### src/rtl/fsc_pkg.sv
package fsc_pkg;
  localparam int TYPE_W   = 3;
  localparam int LEVEL_W  = 2;
  localparam int ACC_W    = 3;
  localparam int OVF_BIT  = 0;
  localparam int FAV_BIT  = 1;
  localparam int TYPE_LSB = 2;
  localparam int ACC_LSB  = TYPE_LSB + TYPE_W;
  localparam int LVL_LSB  = ACC_LSB + ACC_W;
  localparam int STATUS_W = LVL_LSB + LEVEL_W;

  typedef logic [STATUS_W-1:0] status_t;

  typedef enum logic {
    SEL_STATUS = 1'b0,
    SEL_ADDR   = 1'b1
  } rd_sel_e;

  function automatic status_t pack_fields(
    input logic [TYPE_W-1:0]  ftype,
    input logic [LEVEL_W-1:0] lvl,
    input logic               wr,
    input logic               fetch,
    input logic               sup
  );
    status_t s;
    s = '0;
    s[TYPE_LSB +: TYPE_W]  = ftype;
    s[ACC_LSB +: ACC_W]    = {wr, fetch, sup};
    s[LVL_LSB +: LEVEL_W]  = lvl;
    s[FAV_BIT]             = 1'b1;
    return s;
  endfunction
endpackage

### src/rtl/fsc_status_reg.sv
module fsc_status_reg
  import fsc_pkg::*;
(
  input  logic    clk_i,
  input  logic    rst_ni,
  input  logic    flt_i,
  input  status_t rec_i,
  input  logic    clr_i,
  output status_t status_o
);
  status_t status_q;
  status_t base;

  // an unread old value collapses to the overflow flag; a same-cycle clear services it
  always_comb begin
    base = '0;
    if (status_q != '0 && !clr_i) base[OVF_BIT] = 1'b1;
  end

  always_ff @(posedge clk_i or negedge rst_ni) begin
    if (!rst_ni)    status_q <= '0;
    else if (flt_i) status_q <= base | rec_i;
    else if (clr_i) status_q <= '0;
  end

  assign status_o = status_q;
endmodule

### src/rtl/fsc_addr_reg.sv
module fsc_addr_reg #(
  parameter int VA_W = 32
) (
  input  logic            clk_i,
  input  logic            rst_ni,
  input  logic            flt_i,
  input  logic [VA_W-1:0] addr_i,
  output logic [VA_W-1:0] addr_o
);
  logic [VA_W-1:0] addr_q;

  always_ff @(posedge clk_i or negedge rst_ni) begin
    if (!rst_ni)    addr_q <= '0;
    else if (flt_i) addr_q <= addr_i;
  end

  assign addr_o = addr_q;
endmodule

### src/rtl/fsc_trap_ctl.sv
module fsc_trap_ctl (
  input  logic clk_i,
  input  logic rst_ni,
  input  logic flt_i,
  input  logic fetch_i,
  input  logic no_fault_i,
  input  logic trap_en_i,
  output logic itrap_o,
  output logic dtrap_o,
  output logic grant_o
);
  logic suppress;
  logic itrap_q, dtrap_q, grant_q;

  assign suppress = no_fault_i | ~trap_en_i;

  always_ff @(posedge clk_i or negedge rst_ni) begin
    if (!rst_ni) begin
      itrap_q <= 1'b0;
      dtrap_q <= 1'b0;
      grant_q <= 1'b0;
    end else begin
      itrap_q <= flt_i & ~suppress &  fetch_i;
      dtrap_q <= flt_i & ~suppress & ~fetch_i;
      grant_q <= flt_i &  suppress;
    end
  end

  assign itrap_o = itrap_q;
  assign dtrap_o = dtrap_q;
  assign grant_o = grant_q;
endmodule

### src/rtl/fsc_read_port.sv
module fsc_read_port
  import fsc_pkg::*;
#(
  parameter int VA_W = 32
) (
  input  logic            clk_i,
  input  logic            rst_ni,
  input  logic            rd_en_i,
  input  logic            rd_sel_i,
  input  status_t         status_i,
  input  logic [VA_W-1:0] addr_i,
  output logic            clr_o,
  output logic            rd_valid_o,
  output logic [VA_W-1:0] rd_data_o
);
  localparam int PAD_W = VA_W - STATUS_W;

  logic            valid_q;
  logic [VA_W-1:0] data_q;
  logic [VA_W-1:0] sel_data;

  always_comb begin
    if (rd_sel_e'(rd_sel_i) == SEL_ADDR) sel_data = addr_i;
    else                                 sel_data = {{PAD_W{1'b0}}, status_i};
  end

  assign clr_o = rd_en_i & (rd_sel_e'(rd_sel_i) == SEL_STATUS);

  always_ff @(posedge clk_i or negedge rst_ni) begin
    if (!rst_ni) begin
      valid_q <= 1'b0;
      data_q  <= '0;
    end else begin
      valid_q <= rd_en_i;
      if (rd_en_i) data_q <= sel_data;
    end
  end

  assign rd_valid_o = valid_q;
  assign rd_data_o  = data_q;
endmodule

### src/rtl/fsc_unit.sv
module fsc_unit
  import fsc_pkg::*;
#(
  parameter int VA_W = 32
) (
  input  logic                 clk_i,
  input  logic                 rst_ni,
  input  logic                 flt_valid_i,
  input  logic [VA_W-1:0]      flt_addr_i,
  input  logic [TYPE_W-1:0]    flt_type_i,
  input  logic [LEVEL_W-1:0]   flt_level_i,
  input  logic                 acc_write_i,
  input  logic                 acc_fetch_i,
  input  logic                 acc_super_i,
  input  logic                 no_fault_mode_i,
  input  logic                 trap_en_i,
  input  logic                 rd_en_i,
  input  logic                 rd_sel_i,
  output logic                 rd_valid_o,
  output logic [VA_W-1:0]      rd_data_o,
  output logic                 itrap_o,
  output logic                 dtrap_o,
  output logic                 grant_rw_o
);
  status_t         rec;
  status_t         status_q;
  logic [VA_W-1:0] addr_q;
  logic            clr;

  assign rec = pack_fields(flt_type_i, flt_level_i, acc_write_i, acc_fetch_i, acc_super_i);

  fsc_status_reg u_status (
    .clk_i    (clk_i),
    .rst_ni   (rst_ni),
    .flt_i    (flt_valid_i),
    .rec_i    (rec),
    .clr_i    (clr),
    .status_o (status_q)
  );

  fsc_addr_reg #(.VA_W(VA_W)) u_addr (
    .clk_i  (clk_i),
    .rst_ni (rst_ni),
    .flt_i  (flt_valid_i),
    .addr_i (flt_addr_i),
    .addr_o (addr_q)
  );

  fsc_trap_ctl u_trap (
    .clk_i      (clk_i),
    .rst_ni     (rst_ni),
    .flt_i      (flt_valid_i),
    .fetch_i    (acc_fetch_i),
    .no_fault_i (no_fault_mode_i),
    .trap_en_i  (trap_en_i),
    .itrap_o    (itrap_o),
    .dtrap_o    (dtrap_o),
    .grant_o    (grant_rw_o)
  );

  fsc_read_port #(.VA_W(VA_W)) u_rd (
    .clk_i      (clk_i),
    .rst_ni     (rst_ni),
    .rd_en_i    (rd_en_i),
    .rd_sel_i   (rd_sel_i),
    .status_i   (status_q),
    .addr_i     (addr_q),
    .clr_o      (clr),
    .rd_valid_o (rd_valid_o),
    .rd_data_o  (rd_data_o)
  );
endmodule

### config.mk
export PLATFORM = sky130hd
export DESIGN_NAME = fsc_unit
export DESIGN_NICKNAME = d
export VERILOG_FILES = /design/src/rtl/fsc_pkg.sv /design/src/rtl/fsc_status_reg.sv /design/src/rtl/fsc_addr_reg.sv /design/src/rtl/fsc_trap_ctl.sv /design/src/rtl/fsc_read_port.sv /design/src/rtl/fsc_unit.sv
export SDC_FILE = /design/constraint.sdc
export NUM_CORES = 1
export LEC_CHECK = 0
export ABC_AREA = 1
export ABC_CLOCK_PERIOD_IN_PS = 940
export CORE_ASPECT_RATIO = 0.7
export CORE_MARGIN = 4
export CORE_UTILIZATION = 55
export DETAILED_ROUTE_END_ITERATION = 8
export DONT_BUFFER_PORTS = 1
export PLACE_DENSITY_LB_ADDON = 0.05
export SYNTH_ARGS = -nofsm -noshare
export SYNTH_HDL_FRONTEND = slang
export SYNTH_SLANG_ARGS = --single-unit
### constraint.sdc
create_clock -name clk_i -period 0.94 [get_ports clk_i]
set_input_delay 0.141 -clock clk_i [delete_from_list [all_inputs] [get_ports clk_i]]
set_output_delay 0.141 -clock clk_i [all_outputs]
set_load 0.02 [all_outputs]
== Word-level counts from Yosys, hierarchy flattened ==
Cells that the tools add are included.
W data, S select, Z words.
Storage, ports and cells
  bits in read-only memories: 0
  bits in writable memories: 0
  word-level logic and storage cells: 26
  memories: 0
  output and inout bits: 36
  bits of input ports: 47
  latch bits: 0
  bits in registers: 78
Operators by class
  bitwise operators: 11
  shift-type cells: 0
  $mul: 0
  add/subtract/negate cells: 0
  equal/unequal tests: 0
  mux-type cells: 4
  div/mod/pow operators: 0
  order comparisons: 0
  reduce and logical (&&, ||, !) cells: 4
Operators with widths (number)
  $mux W32: 1
  $mux W10: 2
  $or A1 B10 Y10: 1
  $reduce_bool A10 Y1: 1
  $and A1 B1 Y1: 5
  $not A1 Y1: 4
  $reduce_bool A2 Y1: 1
  $logic_and A1 B1 Y1: 1
  $logic_not A1 Y1: 1
  $mux W1: 1
  $or A1 B1 Y1: 1

== Depth between registers and ports, before layout ==
Gate-level depths: netlist of run 1.
  depth after elaboration: 7
  depth in mapped cells: 5
  mapped depth without buffers: 5

== Cells and area by module ==
From an unflattened synthesis of run 1, not the netlist that was laid out.
Unflattened totals
  cells, all modules: 356
  area total of the unflattened synthesis: 3256.9 sq um
By module, submodules not included
  fsc_read_port: instances 1, sequential area each 825.8 sq um, area an instance 1411.4 sq um, cells each 154
  fsc_addr_reg: instances 1, sequential area each 800.8 sq um, area an instance 1292.5 sq um, cells each 136
  fsc_status_reg: instances 1, sequential area each 250.2 sq um, area an instance 437.9 sq um, cells each 55
  fsc_trap_ctl: instances 1, sequential area each 75.1 sq um, area an instance 107.6 sq um, cells each 9
  fsc_unit: instances 1, sequential area each 0.0 sq um, area an instance 7.5 sq um, cells each 2

== Least setup slack after synthesis of run 1 ==
No wires, ideal clock.
  kind: reg2reg
  start: register u_status.status_q[5], in the netlist u_status.status_o[5]
  end: register u_status.status_q[0], in the netlist u_status.status_o[0]
  data required time: 0.816 ns
  setup time: 0.124 ns
  period minus slack after synthesis: 0.777 ns
  cell stages (with the launch flop): 5
  setup slack: 0.163 ns
  buffers on the path: 0
  arrival: 0.653 ns
  cell sequence: dfrtp_1 > nor2_1 > nand2_1 > nor2_1 > a21oi_1
On the way
  longest elaborated chain between the ends: 5
RTL lines
  from (decl): line fsc_status_reg.sv:11  | status_t status_q;
  from (signal assigned): line fsc_status_reg.sv:22  | else if (flt_i) status_q <= base | rec_i;
  $reduce_bool A10 Y1: line fsc_status_reg.sv:17  | if (status_q != '0 && !clr_i) base[OVF_BIT] = 1'b1;
  $logic_and A1 B1 Y1: line fsc_status_reg.sv:17
  $mux W1: line fsc_status_reg.sv:17
  $or A1 B10 Y10: line fsc_status_reg.sv:22
  $mux W10: line fsc_status_reg.sv:22
Every way passes these cells.
A chain may end at the register's enable or synchronous reset.

== Worst setup path after layout of run 1 ==
  start: register u_rd.data_q[13], in the netlist u_rd.rd_data_o[13]
  end: output rd_data_o[13]
RTL lines
  from (decl): line fsc_read_port.sv:19  | logic [VA_W-1:0] data_q;
  from (signal assigned): line fsc_read_port.sv:35  | if (rd_en_i) data_q <= sel_data;
  to (decl): line fsc_unit.sv:20  | output logic [VA_W-1:0] rd_data_o,
No word-level cell between the ends.

==> impl_metrics.ini, run 1 <==
[power]
power.share.clock_pct = 32.9
power_frac_comb_pct = 15.2
power_mw = 7.419
ir_drop_v = 0.001040
swShare_pct = 24.93
internal-power_mw = 5.569
power_density_nw_per_um2 = 1851
p_sw_mw = 1.850
power_frac_seq_pct = 51.9
leakage_nw = 1.996

[sta]
setup_ws_ns = -0.09473
maxSlewViolCount = 0
slew_headroom_pct = 78.04
finClkSkew_ns = 0.008686
fin_setup_tns_ns = -2.436
post-route-period-util_pct = 110.1
tightest_slew_ns = 0.3294
rsz0062_at_grt = true
period_needed_ns = 1.035
final_hold_viol_count = 111
setup_viol = 33
holdWs_ns = -0.5150
max_clock_freq_ghz = 0.9664

[detailed_routing]
firstDrtPassIters = 4
vias_per_cell = 4.957
wl_mm = 6.610
wl_per_cell_um = 14.31
vias = 2290
drt-initial-drc-count = 136
final_antenna_net_count = 0
drcViolationCount = 0

[yosys]
yosys-top-cells-area = dfrtp_1 63%, nand2_1 15%, o21ai_2 5.6%
syn_area_um2 = 3100
seq_area_frac_synth_pct = 62.95
ys_types = 20
yosysTopAreaCell = dfrtp_1
synthesis.nets = 366
syn_inst = 319
yosysTopAreaCellShare_pct = 62.95
synth_area_per_cell_um2 = 9.719
ys_ff_latch = 78
ys_warn_count = 0

[die]
rows = 22
fp.dieH_um = 70.82
die_x_um = 97.74
start_util_pct = 58.06
ios = 83
dieArea_um2 = 6921
fp.coreArea_um2 = 5340

[global_route]
antenna_found_initial = 0
grt_usage_pct = 20.37
grt_start_max_net_pins = 79
grt_pass1_vias = 2292
grt_pass1_wl_mm = 11.01
grt.overflow.total = 0

[setup_path]
max_stage_delay_ns = 0.41
crit_path_top_delay_cell = dfrtp_1
path_max_fanout = 2
cp.arrival_ns = 0.89
crit_type = reg -> out
crit_cells = 1
path_delay_family = flip-flops
cp.required_ns = 0.80
cp-end-kind = output port
path_cells = buf_6
critPathBufInv = 1
critPathLaunchType = flip-flop
r2r_cells = 4

[clock_network]
cts_tree = yes
h-tree-depth = 3
cts_buffers = 9
clock_sinks = 78
ctsLongestPathBuffers = 2
root_buffer = clkbuf_8
clk_pin_slew_worst_paths_ns = 0.07
clk_latency_ns = 0.34

[finish]
layout.nets = 434
stdcell_count = 462
num_antenna_cells = 0
seq_area_um2 = 1954
drive_gt1_share_pct = 23.08
area_delta_synth_final_pct = 29.30
final.fill_count = 378
multiInputGateArea_um2 = 930.9

[placement]
dp_slack_ns = 0.09618
io_buffers = 0
place.gp.congestion = 0.7346
dpl.cell_count = 414
dp_hpwl_mm = 4.217

[run_status]
outcome = complete, but fails checks
violations = hold timing, setup timing

[hold_path]
hp-class = in -> async

[run]
cap_viol_max_count = 0
-- kinds of logic (layout without fill, tap and decap cells) --
logic type      count (synthesis)  after routing  synth area share (%)
compound gates                 50             50                 10.82
buf+inv                        44            115                 7.022
flops                          78             78                 62.95
simple gates                  147            147                 19.21
-- cell type report --
cell class / instances / area share, %
inverters: 29 / 2.715
repair buffers: 72 / 18.35
flip-flops and latches: 78 / 48.75
clock inverters: 1 / 0.7491
multi-input cells: 197 / 23.22
well taps: 72 / 2.247
clock buffers: 13 / 3.964
-- layout by cell type (no fill, tap or decap), types with 5 or more instances in the layout --
cell type	count
o21ai_0	25
clkbuf_8	11
buf_4	14
dlygate4sd3_1	25
nand3_1	16
o21ai_2	20
dfrtp_1	76
buf_6	32
inv_1	25
nor2_1	5
nand2_1	121
-- synth_stat cells --
cell type  number
a21oi_1         2
buf_2           7
buf_4           1
buf_6           5
clkbuf_2        2
dfrtp_1        78
inv_1          25
inv_2           4
nand2_1       121
nand2_2         1
nand3_1        16
nor2_1          5
nor2_4          1
nor3_1          1
nor3_2          2
o211ai_1        1
o21ai_0        25
o21ai_1         1
o21ai_2        20
o31ai_2         1
-- power groups by stage --
stage,Clock [mW],Combinational [mW],Sequential (mW)
2_1_floorplan,0,0.454,4.03
3_3_place_gp,0,0.890,3.87
3_5_place_dp,0,0.911,3.88
4_1_cts,2.50,1.08,3.85
5_1_grt,2.64,1.24,3.88
6_report,2.44,1.13,3.85
-- state kept, by name, summed over array words and instances (netlist names) --
signal	count
u_addr.addr_o	32
u_rd.rd_data_o	32
u_rd.rd_valid_o	1
u_status.status_o	10
u_trap.dtrap_o	1
u_trap.grant_o	1
u_trap.itrap_o	1
-- metrics by stage --
step,util [%],instance area [µm²]
4_1_cts,73.45,3923
3_5_place_dp,63.28,3379
2_1_floorplan,-,3100
5_1_grt,75.07,4009
3_3_place_gp,63.28,3379
6_report,75.07,4009
-- what timing repair did --
| item | in CTS | in global routing |
|---|---|---|
| gates cloned | 0 | 0 |
| hold endpoints to repair | 124 | 112 |
| endpoints found under the setup margin | 36 | 36 |
| setup buffers | 3 | 6 |
| resized for setup | 33 | 1 |
| hold buffers | 21 | 4 |
-- path summary, 6_finish.rpt --
| path | start | to | slack, ns |
|---|---|---|---|
| worst max-delay path | u_rd.rd_data_o[13] | rd_data_o[13] | -0.09 |
| worst min-delay path | rst_ni | u_rd.rd_data_o[20] | -0.51 |
| worst max register to register | u_rd.rd_data_o[6] | u_rd.rd_data_o[6] | 0.04 |
| worst min register to register | u_addr.addr_o[3] | u_addr.addr_o[3] | 0.48 |
| max in group asynchronous | rst_ni | u_rd.rd_valid_o | 1.35 |
| min in group clk_i | flt_valid_i | u_addr.addr_o[12] | -0.10 |
-- layer usage --
| metal | up-vias | track usage (%) | routed length, µm |
|---|---|---|---|
| li1 | 1133 | - | - |
| met1 | 1066 | 29.09 | 3143 |
| met2 | 83 | 29.92 | 2876 |
| met3 | 8 | 7.094 | 509 |
| met4 | 0 | 5.684 | 80 |
| met5 | - | 0 | 0 |
(Power assumes the default switching activity.)
==> run 2, diff against run 1 <==
--- a/config.mk
+++ b/config.mk
@@ -15,2 +15,4 @@
 export PLACE_DENSITY_LB_ADDON = 0.05
+export RECOVER_POWER = 50
+export REMOVE_ABC_BUFFERS = 1
 export SYNTH_ARGS = -nofsm -noshare
==> constraint.sdc (replaced) <==
create_clock -name clk_i -period 0.94 [get_ports clk_i]
set_input_delay 0.047 -clock clk_i [delete_from_list [all_inputs] [get_ports clk_i]]
set_output_delay 0.047 -clock clk_i [all_outputs]
set_load 0.02 [all_outputs]
==> run 2 against run 1 <==
The run still ends with hold timing, setup timing left. Final cell count rose by 1.9%. Clock power grew 22%. Total power up 8.2%. Die area is the same. Register-to-register slack better by 0.03 ns. Combinational power grew 6%. Clock skew down 0.0024 ns. Sequential power barely moved. Flip-flop and latch count did not move. Maximum frequency rose by 9.2%. Critical path type unchanged. Critical endpoint is now rd_data_o[2]. Highest routed layer unchanged.
==> impl_metrics.ini, run 2 (synthesized netlist as in run 1, its figures left out) <==
[run_status]
outcome = complete, but fails checks
violations = hold timing, setup timing

[detailed_routing]
vias = 2343
drt-initial-drc-count = 79
vias_per_cell = 4.975
wl_mm = 6.918
final_antenna_net_count = 0
wl_per_cell_um = 14.69
drcViolationCount = 0
firstDrtPassIters = 4

[finish]
stdcell_count = 471
final.fill_count = 356
area_delta_synth_final_pct = 32.85
layout.nets = 442
num_antenna_cells = 0
mostFrequentLayoutCells = 121 x nand2_1, 78 x dfrtp_1, 32 x buf_6
final_common_cell = nand2_1
drive_gt1_share_pct = 24.81

[global_route]
grt_pass1_vias = 2396
grt_use_met3_pct = 7.389
grt_pass1_wl_mm = 11.46
antenna_found_initial = 0
grt_most_used_layer = met2
grt.overflow.total = 0
grtUsageMet2_pct = 31.36
grt_start_max_net_pins = 79
grt_use_met1_pct = 29.11
grt_usage_pct = 21.03

[sta]
rsz0062_at_grt = true
finClkSkew_ns = 0.006326
period_needed_ns = 0.9478
setup_ws_ns = -0.007751
setup_viol = 3
holdWs_ns = -0.6097
maxSlewViolCount = 0
slew_headroom_pct = 81.49
max_clock_freq_ghz = 1.055
tightest_slew_ns = 0.2767
fin_setup_tns_ns = -0.01744
post-route-period-util_pct = 100.8
final_hold_viol_count = 116

[die]
die_x_um = 97.74
fp.coreArea_um2 = 5340
start_util_pct = 58.06
fp.dieH_um = 70.82
dieArea_um2 = 6921
ios = 83
rows = 22

[clock_network]
cts_tree = yes
clk_latency_ns = 0.34
ctsLongestPathBuffers = 2
clock_sinks = 78
h-tree-depth = 3
cts_buffers = 9
clk_pin_slew_worst_paths_ns = 0.08
root_buffer = clkbuf_8
ctsHoldBuffers = 24

[setup_path]
max_stage_delay_ns = 0.41
crit_type = reg -> out
cp.required_ns = 0.89
critPathBufInv = 1
path_delay_family = flip-flops
path_cells = buf_6
r2r_cells = 4
reg2reg_to = u_rd.rd_data_o[17]
crit_path_top_delay_cell = dfrtp_1
cp.arrival_ns = 0.90
path_max_fanout = 2
cp-end-kind = output port
r2r_setup_slack_ns = 0.07
worst_r2r_startpoint = u_rd.rd_data_o[17]
critPathLaunchType = flip-flop

[placement]
dpl.cell_count = 415
io_buffers = 0
place.gp.congestion = 0.7960
dp_slack_ns = 0.1079
dp_hpwl_mm = 4.192

[power]
power_density_nw_per_um2 = 1949
ir_drop_v = 0.001158
power_mw = 8.026
leakage_nw = 2.074

[hold_path]
hp-class = in -> async

[run]
cap_viol_max_count = 0
run 2: per-stage QoR:
stage | cell area (µm²) | hold WS (ns) | util (%)
floorplan | 2992 | -0.2486 | -
global placement | 3387 | -0.2468 | 63.43
detailed placement | 3387 | -0.2464 | 63.43
CTS | 4003 | -0.6240 | 74.95
global route | 4119 | -0.6425 | 77.13
finish | 4119 | -0.6097 | 77.13
run 2: report_power, final:
group,switching [mW],internal [mW]
registers,0.190,3.66
logic,0.593,0.604
clock network,1.16,1.82
total,1.95,6.08
run 2: what timing repair did:
item | CTS | global route
setup endpoints to repair | 24 | 42
gates resized for setup | 21 | 13
buffers inserted | 8 | 9
endpoints found under the hold margin | 128 | 116
run 2: final cells by class:
type,instances,area (µm²),share of cell area (%)
clock buffers,11,141.4,3.433
clock inverters,4,95.09,2.309
inverters,29,111.4,2.704
multi-input cells,197,935.9,22.72
flip-flops and latches,78,1952,47.39
well taps,72,90.09,2.187
repair buffers,80,793.3,19.26
run 2: how the worst max path moves through the flow:
| stage | start | to | slack (ns) | cells after the start |
|---|---|---|---|---|
| global placement | u_status.status_o[5] | u_status.status_o[0] | 0.12 | 4 |
| global route | u_rd.rd_data_o[31] | rd_data_o[31] | -0.05 | 1 |
| finish | u_rd.rd_data_o[2] | rd_data_o[2] | -0.008 | 1 |
| CTS | u_rd.rd_data_o[2] | rd_data_o[2] | -0.009 | 1 |
| detailed placement | u_status.status_o[9] | u_status.status_o[0] | 0.11 | 4 |
| floorplan | rd_en_i | u_rd.rd_data_o[9] | 0.07 | 4 |
run 2: routing by layer:
metal | routed length, µm | part of all wire (%)
met2 | 3097 | 45
met4 | 95 | 1.4
met3 | 472 | 6.8
met5 | 0 | 0
met1 | 3252 | 47
==> run 3, diff against run 2 <==
- ABC_AREA: 1 -> unset
==> run 3 against run 2 <==
The run still ends with hold timing, setup timing left. Count of clock-buffer cells in the layout up 1. Clock skew about the same. Critical path depth up 2. Die area up 0.33%. Via count down 11%. Total power down 4.0%. Combinational power down 8%. Cell area down 0.73%. Wire length down 12%. Non-clock buffer count unchanged. Core utilization down 0.95 points. Worst setup slack worse by 0.14 ns. Critical path type is now reg -> reg. Critical endpoint is now u_status.status_o[0].
==> impl_metrics.ini, run 3 <==
[die]
start_util_pct = 57.97
ios = 83
die_x_um = 97.90
fp.dieH_um = 70.93
rows = 22
dieArea_um2 = 6944
fp.coreArea_um2 = 5368

[global_route]
grt.overflow.total = 0
grt_use_met1_pct = 24.66
grt_use_met3_pct = 8.276
grt_start_max_net_pins = 79
grt_pass1_wl_mm = 10.12
grt_usage_pct = 18.58
grt_pass1_vias = 2088
grt_most_used_layer = met2
antenna_found_initial = 0
grtUsageMet2_pct = 27.60

[sta]
tightest_slew_ns = 0.4440
setup_viol = 1
max_clock_freq_ghz = 0.9205
slew_headroom_pct = 70.40
period_needed_ns = 1.086
post-route-period-util_pct = 115.6
rsz0062_at_grt = true
finClkSkew_ns = 0.006406
holdWs_ns = -0.6067
setup_ws_ns = -0.1464
maxSlewViolCount = 0
final_hold_viol_count = 154

[clock_network]
ctsLongestPathBuffers = 2
cts_tree = yes
cts_buffers = 9
clk_latency_ns = 0.34
h-tree-depth = 3
clk_pin_slew_worst_paths_ns = 0.07
clock_sinks = 78
root_buffer = clkbuf_8
ctsHoldBuffers = 35

[detailed_routing]
final_antenna_net_count = 0
firstDrtPassIters = 4
wl_mm = 6.107
drcViolationCount = 0
wl_per_cell_um = 14.82
drt-initial-drc-count = 87
vias = 2077
vias_per_cell = 5.041

[yosys]
seq_area_frac_synth_pct = 62.73
ys_warn_count = 0
ys_ff_latch = 78
syn_inst = 261
ys_types = 24
yosysTopAreaCell = dfrtp_1
syn_area_um2 = 3112
synth_flop_cell = dfrtp_1
synth_common_cells = 78 x dfrtp_1, 30 x mux2_2, 23 x nand2_1, 22 x inv_1, 22 x o21ai_0
yosys-top-cells-area = dfrtp_1 63%, mux2_2 11%, o21ai_0 3.5%
yosysTopAreaCellShare_pct = 62.73
yosysMostFrequentCell = dfrtp_1
synth_area_per_cell_um2 = 11.92
synthArstFlopShare_pct = 100.0
synth_edf_count = 0

[power]
swShare_pct = 23.25
leakage_nw = 1.873
power.share.clock_pct = 35.0
power_frac_seq_pct = 50.8
power_density_nw_per_um2 = 1885
internal-power_mw = 5.914
ir_drop_v = 0.001135
power_frac_comb_pct = 14.3
p_sw_mw = 1.792

[finish]
num_antenna_cells = 0
mostFrequentLayoutCells = 78 x dfrtp_1, 35 x dlygate4sd3_1, 30 x mux2_2
area_delta_synth_final_pct = 31.40
layout.nets = 382
stdcell_count = 412
final.fill_count = 358
utilization_pct = 76.18
final_common_cell = dfrtp_1
drive_gt1_share_pct = 26.76

[setup_path]
path_max_fanout = 2
cp.required_ns = 1.17
max_stage_delay_ns = 0.39
cp-end-kind = flip-flop
critPathLaunchType = flip-flop
crit_start = u_status.status_o[9]
critPathBufInv = 0
path_cells = nor4_2, and4b_1, a21oi_1
cp.arrival_ns = 1.31
path_delay_family = simple AND/OR/NAND/NOR gates
crit_path_top_delay_cell = dfrtp_1
worst_r2r_startpoint = u_status.status_o[9]
crit_type = reg -> reg

[run_status]
outcome = complete, but fails checks
violations = hold timing, setup timing

[hold_path]
hp-class = in -> async

[placement]
io_buffers = 0
dp_hpwl_mm = 3.464
dpl.cell_count = 349
place.gp.congestion = 0.7087

[run]
cap_viol_max_count = 0
-- run 3: stage by stage --
stage	total power [mW]	setup TNS (ns)	worst slack, ns	area, µm²	hold slack (ns)
after floorplan	4.439	-0.02946	-0.02946	2980	-0.2486
after global placement	4.745	-0.06813	-0.06813	3318	-0.2469
after detailed placement	4.770	-0.1714	-0.1714	3318	-0.2467
after CTS	7.708	-0.2126	-0.1685	4014	-0.6227
after global routing	8.078	-0.7753	-0.2067	4089	-0.6360
final	7.706	-0.1464	-0.1464	4089	-0.6067
-- run 3: repair_timing --
action | 4_1_cts | 5_1_grt
setup buffers | 4 | 8
pin swaps | 0 | 0
endpoints found under the setup margin | 27 | 30
resized for setup | 26 | 4
endpoints found under the hold margin | 156 | 154
-- run 3: final timing paths --
path | to | slack (ns) | cells after the start
max | u_status.status_o[0] | -0.15 | 3
min | u_rd.rd_data_o[30] | -0.61 | 0
max reg2reg | u_status.status_o[0] | -0.15 | 3
min reg2reg | u_rd.rd_data_o[26] | 0.48 | 2
max in group asynchronous | u_status.status_o[7] | 1.44 | 0
min in group clk_i | u_rd.rd_valid_o | -0.24 | 0
-- run 3: logic make-up (layout without fill, tap and decap cells) --
logic type,count (synthesis),in the layout,share of synthesized area [%]
DFF,78,78,62.73
and+or+nand+nor,59,59,8.484
AOI/OAI and AO/OA,43,43,7.117
muxes,42,42,14.80
buffers and inverters,39,118,6.876
-- run 3: worst reg2reg max path, delay by kind of cell, from the launching register on --
family | cells | cell delay [ns]
and+or+nand+nor | 2 | 0.50
AOI/OAI and AO/OA | 1 | 0.07
DFF | 1 | 0.39
-- run 3: area by class of cell --
cell class                 instances  area, µm²  share of cell area (%)
sequential                        78       1952                   47.74
timing repair buffer              80      797.0                   19.49
multi-input combinational        144      952.2                   23.29
clock buffer                      12      145.1                   3.550
inverter                          22      82.58                   2.020
tap                               72      90.09                   2.203
clock inverter                     4      70.07                   1.714
-- run 3: routing by layer --
| layer | up-vias | wire (µm) | part of all wire, % |
|---|---|---|---|
| met5 | - | 0 | 0 |
| met4 | 0 | 73 | 1.2 |
| met3 | 10 | 504 | 8.3 |
| met2 | 66 | 2823 | 46 |
| met1 | 984 | 2705 | 44 |
| li1 | 1017 | - | - |
-- run 3: power groups by stage --
stage	clock network, mW	registers [mW]	logic, mW
2_1_floorplan	0	4.09	0.353
3_3_place_gp	0	3.94	0.809
3_5_place_dp	0	3.95	0.822
4_1_cts	2.76	3.91	1.04
5_1_grt	2.93	3.95	1.20
6_report	2.69	3.91	1.10
